File: src/rtl/rxf_pkg.sv
package rxf_pkg;
    localparam int REG_W = 8;

    typedef enum logic [1:0] {
        PATH_STREAM = 2'b00,
        PATH_BUFFER = 2'b01,
        PATH_PKT_A  = 2'b10,
        PATH_PKT_B  = 2'b11
    } path_mode_e;

    typedef struct packed {
        path_mode_e path;
        logic       manual;
    } fill_cfg_t;

    localparam fill_cfg_t CFG_RESET = '{path: PATH_BUFFER, manual: 1'b0};

    typedef struct packed {
        logic cfg_wr;
        logic ctl_wr;
        logic ctl_start;
        logic ovf_clr;
    } reg_evt_t;

    function automatic logic is_buffered(input path_mode_e p);
        return p == PATH_BUFFER;
    endfunction
endpackage

File: src/rtl/rxf_regs.sv
module rxf_regs
    import rxf_pkg::*;
(
    input  logic             clk,
    input  logic             rst,
    input  logic             reg_wr,
    input  logic             reg_addr,
    input  logic [REG_W-1:0] reg_wdata,
    output logic [REG_W-1:0] reg_rdata,
    input  logic             st_open,
    input  logic             st_ovf,
    input  logic             st_empty,
    output fill_cfg_t        cfg,
    output reg_evt_t         evt
);
    always_ff @(posedge clk) begin
        if (rst)
            cfg <= CFG_RESET;
        else if (reg_wr && !reg_addr)
            cfg <= '{path: path_mode_e'(reg_wdata[2:1]), manual: reg_wdata[0]};
    end

    always_comb begin
        evt.cfg_wr    = reg_wr && !reg_addr;
        evt.ctl_wr    = reg_wr && reg_addr;
        evt.ctl_start = reg_wdata[0];
        evt.ovf_clr   = reg_wdata[1];
    end

    always_comb begin
        reg_rdata = '0;
        if (reg_addr)
            reg_rdata[2:0] = {st_empty, st_ovf, st_open};
        else
            reg_rdata[2:0] = {cfg.path, cfg.manual};
    end
endmodule

File: src/rtl/rxf_fill_fsm.sv
module rxf_fill_fsm
    import rxf_pkg::*;
(
    input  logic      clk,
    input  logic      rst,
    input  fill_cfg_t cfg,
    input  reg_evt_t  evt,
    input  logic      sync_hit,
    input  logic      byte_valid,
    input  logic      fifo_full,
    output logic      cap_open,
    output logic      ovf
);
    logic buffered;
    logic wr_allowed;
    logic drop;

    always_comb begin
        buffered   = is_buffered(cfg.path);
        wr_allowed = buffered ? cap_open : 1'b1;
        drop       = wr_allowed && byte_valid && fifo_full;
    end

    always_ff @(posedge clk) begin
        if (rst) begin
            cap_open <= 1'b0;
        end else if (!buffered || evt.cfg_wr) begin
            cap_open <= 1'b0;
        end else if (cfg.manual) begin
            if (evt.ctl_wr)
                cap_open <= evt.ctl_start;
        end else begin
            if (evt.ctl_wr)
                cap_open <= 1'b0;
            else if (!cap_open && sync_hit)
                cap_open <= 1'b1;
            else if (drop)
                cap_open <= 1'b0;
        end
    end

    always_ff @(posedge clk) begin
        if (rst)
            ovf <= 1'b0;
        else if (evt.ctl_wr && evt.ovf_clr)
            ovf <= 1'b0;
        else if (drop)
            ovf <= 1'b1;
    end


    sync_hold_chk: assert property (@(posedge clk) disable iff (rst)
        (cap_open && sync_hit && !evt.cfg_wr && !evt.ctl_wr && !(byte_valid && fifo_full))
        |=> cap_open);


    ovf_sticky_chk: assert property (@(posedge clk) disable iff (rst)
        (ovf && !(evt.ctl_wr && evt.ovf_clr)) |=> ovf);


    auto_rearm_chk: assert property (@(posedge clk) disable iff (rst)
        (evt.ctl_wr && !cfg.manual) |=> !cap_open);


    manual_start_chk: assert property (@(posedge clk) disable iff (rst)
        (evt.ctl_wr && cfg.manual && buffered && evt.ctl_start) |=> cap_open);
endmodule

File: src/rtl/rxf_wr_gate.sv
module rxf_wr_gate
    import rxf_pkg::*;
#(
    parameter int DATA_W = 8
) (
    input  logic              clk,
    input  logic              rst,
    input  fill_cfg_t         cfg,
    input  logic              cap_open,
    input  logic              byte_valid,
    input  logic [DATA_W-1:0] byte_data,
    input  logic              fifo_full,
    output logic              fifo_wr_en,
    output logic [DATA_W-1:0] fifo_wr_data
);
    logic pass;

    always_comb begin
        pass         = is_buffered(cfg.path) ? cap_open : 1'b1;
        fifo_wr_en   = pass && byte_valid && !fifo_full;
        fifo_wr_data = byte_data;
    end


    no_full_write_chk: assert property (@(posedge clk) disable iff (rst)
        fifo_wr_en |-> !fifo_full);


    closed_gate_chk: assert property (@(posedge clk) disable iff (rst)
        (is_buffered(cfg.path) && !cap_open) |-> !fifo_wr_en);
endmodule

File: src/rtl/rxf_fill_ctrl.sv
module rxf_fill_ctrl
    import rxf_pkg::*;
#(
    parameter int DATA_W = 8
) (
    input  logic              clk,
    input  logic              rst,
    input  logic              reg_wr,
    input  logic              reg_addr,
    input  logic [REG_W-1:0]  reg_wdata,
    output logic [REG_W-1:0]  reg_rdata,
    input  logic              byte_valid,
    input  logic [DATA_W-1:0] byte_data,
    input  logic              sync_hit,
    input  logic              fifo_full,
    input  logic              fifo_empty,
    output logic              fifo_wr_en,
    output logic [DATA_W-1:0] fifo_wr_data
);
    fill_cfg_t cfg;
    reg_evt_t  evt;
    logic      cap_open;
    logic      ovf;

    rxf_regs u_regs (
        .clk(clk), .rst(rst), .reg_wr(reg_wr), .reg_addr(reg_addr),
        .reg_wdata(reg_wdata), .reg_rdata(reg_rdata),
        .st_open(cap_open), .st_ovf(ovf), .st_empty(fifo_empty),
        .cfg(cfg), .evt(evt)
    );

    rxf_fill_fsm u_fsm (
        .clk(clk), .rst(rst), .cfg(cfg), .evt(evt), .sync_hit(sync_hit),
        .byte_valid(byte_valid), .fifo_full(fifo_full),
        .cap_open(cap_open), .ovf(ovf)
    );

    rxf_wr_gate #(.DATA_W(DATA_W)) u_gate (
        .clk(clk), .rst(rst), .cfg(cfg), .cap_open(cap_open),
        .byte_valid(byte_valid), .byte_data(byte_data), .fifo_full(fifo_full),
        .fifo_wr_en(fifo_wr_en), .fifo_wr_data(fifo_wr_data)
    );
endmodule

File: config.mk
export PLATFORM = sky130hd
export DESIGN_NAME = rxf_fill_ctrl
export DESIGN_NICKNAME = d
export VERILOG_FILES = /design/src/rtl/rxf_pkg.sv /design/src/rtl/rxf_regs.sv /design/src/rtl/rxf_fill_fsm.sv /design/src/rtl/rxf_wr_gate.sv /design/src/rtl/rxf_fill_ctrl.sv
export SDC_FILE = /design/constraint.sdc
export NUM_CORES = 1
export LEC_CHECK = 0
export ABC_AREA = 1
export BUFFER_PORTS_ARGS = -buffer_cell sky130_fd_sc_hd__buf_2
export CAP_MARGIN = 20
export CORE_AREA = 2 2 39 41
export CTS_CLUSTER_DIAMETER = 60
export DETAILED_ROUTE_END_ITERATION = 8
export DIE_AREA = 0 0 41 43
export GPL_ROUTABILITY_DRIVEN = 0
export PLACE_DENSITY = 0.74
export SYNTH_ARGS = -nofsm -noshare
export SYNTH_HDL_FRONTEND = slang
export SYNTH_HIERARCHICAL = 1
export SYNTH_SLANG_ARGS = --single-unit
File: constraint.sdc
create_clock -name clk -period 1.5 [get_ports clk]
set_clock_uncertainty 0.05 [all_clocks]
set_input_delay 0.45 -clock clk [delete_from_list [all_inputs] [get_ports clk]]
set_output_delay 0.45 -clock clk [all_outputs]
set_load 0.05 [all_outputs]
==> results of run 1 <==
cell families after synthesis:
logic type,after synthesis,share of synthesized area [%]
AO/OA/AOI/OAI,4,5.054
buffers and inverters,30,37.92
flip-flops,5,22.47
other,1,0.8419
AND/OR/NAND/NOR,36,33.71
cells in the mapped netlist:
cell	number	area (µm²)
clkinv_1	1	3.750
o21ai_1	1	5.000
a21oi_1	1	5.000
dfxtp_1	5	100.1
o21ai_0	1	5.000
nand3_1	6	30.03
conb_1	1	3.750
nor2_1	8	30.03
nor2_2	2	12.51
nand4_1	1	6.260
inv_2	2	7.510
a21o_1	1	7.510
nand2_1	19	71.32
inv_1	12	45.04
buf_4	15	112.6
sequential cells by signal, summed over array words and instances, names as in the netlist:
name / flops
u_fsm/cap_open: 1
u_fsm/ovf: 1
u_regs/cfg: 3
worst register-to-register path: stages, from the launching register on:
cell,delay [ns]
dfxtp_2,0.34
inv_1,0.06
nor2_1,0.09
nand2_1,0.06
nand2_1,0.06
nor2_1,0.04
final cells by class:
cell class              instances  area share, %
multi-input cells              45          38.15
flip-flops and latches          5          20.95
repair buffers                 16          20.45
inverters                      15          11.22
clock buffers                   4          5.237
well taps                      16          3.990
through the flow:
stage	area [µm²]	instances	utilization, %
after detailed placement	452.9	97	32.73
after global routing	501.7	101	36.26
after global placement	452.9	97	32.73
final	501.7	101	36.26
after floorplan	460.4	80	-
after CTS	495.5	101	35.80
routing by layer:
metal	vias up	GRT usage (%)	share of wire, %
met5	-	0	0
met2	16	19.38	51
li1	222	-	-
met1	179	11.58	40
met3	0	7.853	9.7
met4	0	8.667	0
where the power goes:
group / switching, µW / internal (µW)
registers: 9.60 / 144
clock network: 58.2 / 101
logic: 99.2 / 46.2
total: 167 / 291
worst paths after layout:
kind / startpoint / to / slack, ns / depth (start not counted)
worst min-delay path: u_fsm/ovf / u_fsm/ovf / 0.39 / 2
worst max register to register: u_fsm/cap_open / u_fsm/cap_open / 0.70 / 5
worst max-delay path: u_fsm/cap_open / fifo_wr_en / 0.05 / 5
worst min register to register: u_fsm/ovf / u_fsm/ovf / 0.39 / 2
what timing repair did:
action	4_1_cts	5_1_grt
hold buffers	0	0
buffers inserted	0	0
endpoints found under the setup margin	4	3
gates resized for setup	7	3
==> flow_metrics.tcl, run 1 <==
set metrics [dict create \
    syn_inst 76 \
    rows 14 \
    clock_latency_ns 0.25 \
    grt_start_max_net_pins 6 \
    hold_class "flip-flop to flip-flop" \
    clkTransAtPathRegs_ns 0.05 \
    cts_sinks 5 \
    ff_latch_area_um2 105.1 \
    h-tree-depth 1 \
    cts_tree "done" \
    hpwl_um 671.7 \
    synth.yosys.seq_area_share_pct 22.47 \
    postRouteAntennaNets 0 \
    die_width_um 41 \
    leakage_uw 0.0003001 \
    cts-root-buf "clkbuf_4" \
    critPathSlowestCell "dfxtp_2" \
    wl_per_cell_um 8.594 \
    crit_fanout 4 \
    synth-seq-cells 5 \
    maxCapViolations 0 \
    drc_errors 0 \
    vias 417 \
    drt_iter0_drc 12 \
    syn_avg_cell_area_um2 5.861 \
    firstDrtPassIters 4 \
    max_freq_ghz 0.6880 \
    final_common_cell "nand2_1" \
    gr-total-overflow 0 \
    grt_first_pass_wirelength_um 1400 \
    ys_types 15 \
    p_per_area_nw_per_um2 912.8 \
    fin_crit_sh_pct 96.91 \
    clock_path_buffers 2 \
    syn_to_final_growth_pct 12.64 \
    cp.arrival_ns 0.95 \
    grt_setup_unrepaired "yes" \
    maxSlewViolCount 0 \
    hold_viol 0 \
    cpMostUsedCell "inv_1" \
    start_util_pct 32.19 \
    antenna_found_initial 0 \
    final_layout_size_suffix_gt1_share_pct 31.76 \
    vdd_drop_max_mv 0.4699 \
    io_buffers 14 \
    critPathRequiredTime_ns 1.00 \
    coreArea_um2 1384 \
    vias_per_cell 4.129 \
    tns_ns 0 \
    final_nets 110 \
    critPathTopFamily "flip-flops" \
    hold_ws_ns 0.3942 \
    end_kind "output pin" \
    grt_pass1_vias 390 \
    pre_cts_ws_ns -0.02523 \
    max_stage_delay_ns 0.34 \
    dieArea_um2 1763 \
    path_class "flip-flop to output pin" \
    cp_num_buf_inv 3 \
    yosysWarnings 6 \
    die_h_um 43 \
    routed_wl_um 868 \
    ioPinCount 41 \
    multi_input_area_um2 191.4 \
    fin_crit_ns 1.454 \
    cp-start-kind "flip-flop" \
    fillers 157 \
    grt_usage_pct 12.65 \
    final.setup.worst_slack_ns 0.04641 \
    mostFrequentLayoutCells "nand2_1, inv_1, buf_2" \
    status "finished, final reports clean" \
    cts_inserted_buffers 3 \
    syn_area_um2 445.4 \
    path_cells "inv_1 > nand3_1 > nand2_1 > inv_1 > buf_6" \
    p_total_uw 458.0 \
    antenna_cells 0 \
    setup_viol 0 \
]
Note: power is estimated with default switching activity, not from simulation.
==> run 2: changes to the inputs <==
Settings changed: PLACE_DENSITY 0.74 to 0.78, SYNTH_HIERARCHICAL 1 to unset.
==> flow_metrics.tcl, run 2 <==
set metrics [dict create \
    final_area_um2 466.7 \
    ioPinCount 41 \
    met3WireLength_um 79 \
    drt_iter0_drc 2 \
    pre_cts_ws_ns -0.06818 \
    rows 14 \
    wl_met2_um 338 \
    clock_latency_ns 0.25 \
    die_width_um 41 \
    syn_avg_cell_area_um2 6.607 \
    pwr-share-clk_pct 35.2 \
    grt_pass1_vias 303 \
    firstDrtPassIters 4 \
    vdd_drop_max_mv 0.2668 \
    fin_crit_ns 1.529 \
    final_cells 83 \
    synth_common_cells "buf_4, nand2_1, inv_1, nand3_1, o21ai_0" \
    tns_ns -0.02862 \
    coreArea_um2 1384 \
    grt_setup_unrepaired "yes" \
    async_reset_ff_share_pct 0 \
    synth_edf_count 0 \
    hold_path_end "u_regs.cfg[2]" \
    maxCapViolations 0 \
    fillers 149 \
    setup_viol 1 \
    largest_register_ffs 3 \
    hold_start "reg_wdata[2]" \
    internal_power_uw 289.4 \
    hold_viol 0 \
    maxSlewViolCount 0 \
    syn_inst 57 \
    r2r-start "u_regs.cfg[1]" \
    path_class "flip-flop to output pin" \
    ys_types 13 \
    final.setup.worst_slack_ns -0.02862 \
    synthTopCellsByArea "dfxtp_1, buf_4, nand3_1" \
    violations "setup timing" \
    drc_errors 0 \
    cts_setup_buffers 0 \
    postRouteAntennaNets 0 \
    p_sw_share_pct 36.55 \
    critPathRequiredTime_ns 1.00 \
    fin_util_pct 33.73 \
    io_buffers 14 \
    routed_wl_um 734 \
    antenna_found_initial 0 \
    clock_path_buffers 2 \
    cts_inserted_buffers 3 \
    grt_start_max_net_pins 8 \
    status "finished with violations" \
    yosys.area.top_type_share_pct 26.58 \
    yosysWarnings 0 \
    grt_first_pass_wirelength_um 1090 \
    place_area_um2 405.4 \
    cts_tree "done" \
    top_register "u_regs.cfg" \
    placed_cells 79 \
    met1_length_um 295 \
    reg_top3 "u_regs.cfg (3), u_fsm.cap_open (1), u_fsm.ovf (1)" \
    wl_per_cell_um 8.843 \
    leakage_uw 0.0002491 \
    syn_area_um2 376.6 \
    clkTransAtPathRegs_ns 0.04 \
    multi_input_area_um2 181.4 \
    yosysMostFrequentCell "buf_4" \
    synth.yosys.seq_area_share_pct 26.58 \
    cts-root-buf "clkbuf_4" \
    hold_class "input pin to flip-flop" \
    top_layer "met4" \
    rr_worst_depth 4 \
    netSwitchingPower_uw 166.7 \
    end_kind "output pin" \
    final_common_cell "buf_2" \
    h-tree-depth 1 \
    synth-seq-cells 5 \
    reg2reg_slack_ns 0.67 \
    cts_sinks 5 \
    cp.arrival_ns 1.03 \
    min_path_cells 3 \
    final_layout_size_suffix_gt1_share_pct 46.27 \
    die_h_um 43 \
    synthFlopType "dfxtp_1" \
    syn_to_final_growth_pct 23.92 \
    p_per_area_nw_per_um2 977.4 \
    combinationalPowerShare_pct 32.2 \
    vias 357 \
    max_freq_ghz 0.6542 \
    vias_per_cell 4.301 \
    antenna_cells 0 \
    seqPwrFrac_pct 32.6 \
    grt_usage_pct 9.538 \
    mostFrequentLayoutCells "buf_2, nand2_1, nand3_1, conb_1" \
    cp-start-kind "flip-flop" \
    hpwl_um 577.4 \
    start_util_pct 27.22 \
    gr-total-overflow 0 \
    crit_fanout 3 \
    rr_endpoint "u_fsm.cap_open" \
    fin_crit_sh_pct 101.9 \
    dieArea_um2 1763 \
    yosys.area.top_type "dfxtp_1" \
    ff_latch_area_um2 101.3 \
    final_nets 92 \
]
==> run 2: cell types whose count changed in the layout (fill, tap and decap cells not counted), moves of 3 or more <==
cell / change
dfxtp_2: -3
dfxtp_1: +3
inv_1: -8
nor2_1: -6
nand2_1: -12
o21ai_2: +3
==> run 2: logic make-up (layout without fill, tap and decap cells) <==
family,count (synthesis),count (layout),share of synthesized area (%)
buf+inv,22,28,34.88
simple gates,19,19,23.59
compound gates,10,10,13.95
flops,5,5,26.58
other cells,1,5,0.9957
==> run 2: layout make-up <==
type | instances | area share (%)
clock buffers | 4 | 5.630
inverters | 9 | 7.775
multi-input cells | 34 | 38.87
flip-flops and latches | 5 | 21.72
well taps | 16 | 4.290
repair buffers | 15 | 21.72
==> run 2: worst max-delay path by stage <==
stage | start | endpoint | slack, ns | cells past startpoint
2_1_floorplan | u_fsm.cap_open | fifo_wr_en | 0.07 | 4
3_3_place_gp | reg_addr | reg_rdata[1] | -0.06 | 5
3_5_place_dp | reg_addr | reg_rdata[1] | -0.07 | 5
4_1_cts | u_fsm.cap_open | fifo_wr_en | -0.02 | 5
5_1_grt | u_fsm.cap_open | fifo_wr_en | -0.09 | 5
6_report | u_fsm.cap_open | fifo_wr_en | -0.03 | 5
==> run 2: per-layer routing <==
layer  GRT usage [%]  vias up
met2           13.75       15
li1                -      185
met5               0        -
met3           3.141        2
met4           11.33        0
met1           9.003      155
==> run 2: timing repair <==
action                     CTS  global route
hold buffers                 0             0
setup endpoints to repair    4             3
pin swaps                    0             1
resized for setup            9             6
cloned                       0             0
==> run 2: power by group through the flow <==
stage          clock network, µW  registers, µW  logic [µW]
2_1_floorplan                  0            148         166
3_3_place_gp                   0            149         130
3_5_place_dp                   0            149         132
4_1_cts                      165            148         142
5_1_grt                      174            149         158
6_report                     160            149         147
==> run 2: metrics by stage <==
stage | hold WS, ns | total power [µW]
6_report | 0.4276 | 456.1
3_5_place_dp | 0.4301 | 281.4
3_3_place_gp | 0.4155 | 279.5
2_1_floorplan | 0.4046 | 314.0
5_1_grt | 0.4441 | 480.7
4_1_cts | 0.4231 | 455.0
==> run 2: critical path, cell delays in order, from the launching register on <==
cell     delay [ns]
dfxtp_2        0.34
inv_2          0.04
nand3_2        0.08
nand2_2        0.05
nor2_2         0.11
buf_6          0.16
==> run 3: changes to the inputs <==
Settings changed: SETUP_SLACK_MARGIN set to 0.5.
==> flow_metrics.tcl, run 3 (synthesized netlist as in run 2, its figures left out) <==
set metrics [dict create \
    mostFrequentLayoutCells "buf_2, buf_6, conb_1" \
    cts_tree "done" \
    coreArea_um2 1384 \
    firstDrtPassIters 4 \
    combinationalPowerShare_pct 41.2 \
    drc_errors 0 \
    drt_iter0_drc 8 \
    cts_inserted_buffers 3 \
    cp.arrival_ns 1.02 \
    end_kind "output pin" \
    h-tree-depth 1 \
    die_h_um 43 \
    cp-start-kind "flip-flop" \
    final_layout_size_suffix_gt1_share_pct 64.47 \
    top_register "u_regs.cfg" \
    place_area_um2 481.7 \
    vdd_drop_max_mv 0.5002 \
    gr-total-overflow 0 \
    die_width_um 41 \
    maxCapViolations 0 \
    final_nets 101 \
    final_common_cell "buf_2" \
    netSwitchingPower_uw 197.5 \
    grt_setup_unrepaired "yes" \
    clkTransAtPathRegs_ns 0.05 \
    clock_latency_ns 0.25 \
    hold_viol 0 \
    routed_wl_um 992 \
    fin_util_pct 48.46 \
    multi_input_area_um2 244.0 \
    setup_viol 1 \
    clock_path_buffers 2 \
    reg_top3 "u_regs.cfg (3), u_fsm.cap_open (1), u_fsm.ovf (1)" \
    p_per_area_nw_per_um2 797.2 \
    internal_power_uw 337.1 \
    wl_per_cell_um 10.78 \
    vias 428 \
    dieArea_um2 1763 \
    hold_class "flip-flop to flip-flop" \
    cts_sinks 5 \
    ioPinCount 41 \
    postRouteAntennaNets 0 \
    leakage_uw 0.0003381 \
    io_buffers 14 \
    pre_cts_ws_ns -0.1464 \
    grt_first_pass_wirelength_um 1531 \
    wl_met2_um 542 \
    ff_latch_area_um2 108.9 \
    antenna_found_initial 0 \
    path_cells "inv_4 > buf_12 > o21ai_4 > buf_6" \
    syn_to_final_growth_pct 78.07 \
    maxSlewViolCount 0 \
    met3WireLength_um 97 \
    tns_ns -0.01518 \
    status "finished with violations" \
    path_class "flip-flop to output pin" \
    critPathSlowestCell "dfxtp_2" \
    fin_crit_sh_pct 101.0 \
    hpwl_um 608.2 \
    max_stage_delay_ns 0.33 \
    fin_crit_ns 1.515 \
    antenna_cells 0 \
    final_area_um2 670.6 \
    largest_register_ffs 3 \
    violations "setup timing" \
    grt_start_max_net_pins 8 \
    pwr-share-clk_pct 30.2 \
    fillers 134 \
    cts_hold_buffers 0 \
    critPathRequiredTime_ns 1.00 \
    met1_length_um 321 \
    start_util_pct 27.22 \
    seqPwrFrac_pct 28.6 \
    vias_per_cell 4.652 \
    grt_pass1_vias 375 \
    top_layer "met4" \
    grt_usage_pct 13.67 \
    crit_fanout 4 \
    cts-root-buf "clkbuf_4" \
    p_sw_share_pct 36.94 \
    final.setup.worst_slack_ns -0.01518 \
    rows 14 \
    max_freq_ghz 0.6600 \
]
## run 3: cell count changes in the layout (fill, tap and decap cells not counted), moves of 2 or more
cell     change
buf_12       +2
buf_4        +2
buf_6        +5
dfxtp_1      -4
dfxtp_2      +3
nand2_1      -3
nand2_4      +3
o21ai_2      -3
o21ai_4      +3
## run 3: cell type report
class | instances | share of cell area (%)
Tap cell | 16 | 2.985
Inverter | 9 | 7.649
Clock buffer | 4 | 3.918
Multi-Input combinational cell | 34 | 36.38
Sequential cell | 5 | 16.23
Timing Repair Buffer | 24 | 32.84
## run 3: stage by stage
stage / power (µW) / std cells / hold WS [ns]
2_1_floorplan: 361.0 / 61 / 0.4355
3_3_place_gp: 307.3 / 82 / 0.4477
3_5_place_dp: 309.9 / 82 / 0.4554
6_report: 534.6 / 92 / 0.4251
5_1_grt: 558.8 / 92 / 0.4393
4_1_cts: 519.5 / 91 / 0.4260
## run 3: timing repair
item,CTS,global route
endpoints found under the hold margin,0,0
endpoints found under the setup margin,6,6
pin swaps,5,3
buffers inserted,5,1
gates resized for setup,27,7
## run 3: worst paths after layout
| check | from | end | slack, ns | cells past startpoint |
|---|---|---|---|---|
| max | u_regs.cfg[2] | reg_rdata[2] | -0.02 | 4 |
| min | u_fsm.ovf | u_fsm.ovf | 0.43 | 2 |
| max reg2reg | u_regs.cfg[1] | u_fsm.cap_open | 0.58 | 5 |
| min reg2reg | u_fsm.ovf | u_fsm.ovf | 0.43 | 2 |
## run 3: power groups by stage
stage               clock network [µW]  registers, µW  logic (µW)
floorplan                            0            150         211
global placement                     0            151         157
detailed placement                   0            151         159
CTS                                162            151         206
global route                       172            154         233
finish                             162            153         220
## run 3: worst max-delay path, delay by kind of cell (launching register included)
kind / cells / cell delay [ns]
DFF: 1 / 0.33
AOI/OAI and AO/OA: 1 / 0.11
buffers and inverters: 3 / 0.33
## run 3: per-layer routing
metal / up-vias / global-route usage [%]
li1: 207 / -
met1: 187 / 11.61
met2: 27 / 22.81
met3: 7 / 5.759
met4: 0 / 10.67
met5: - / 0
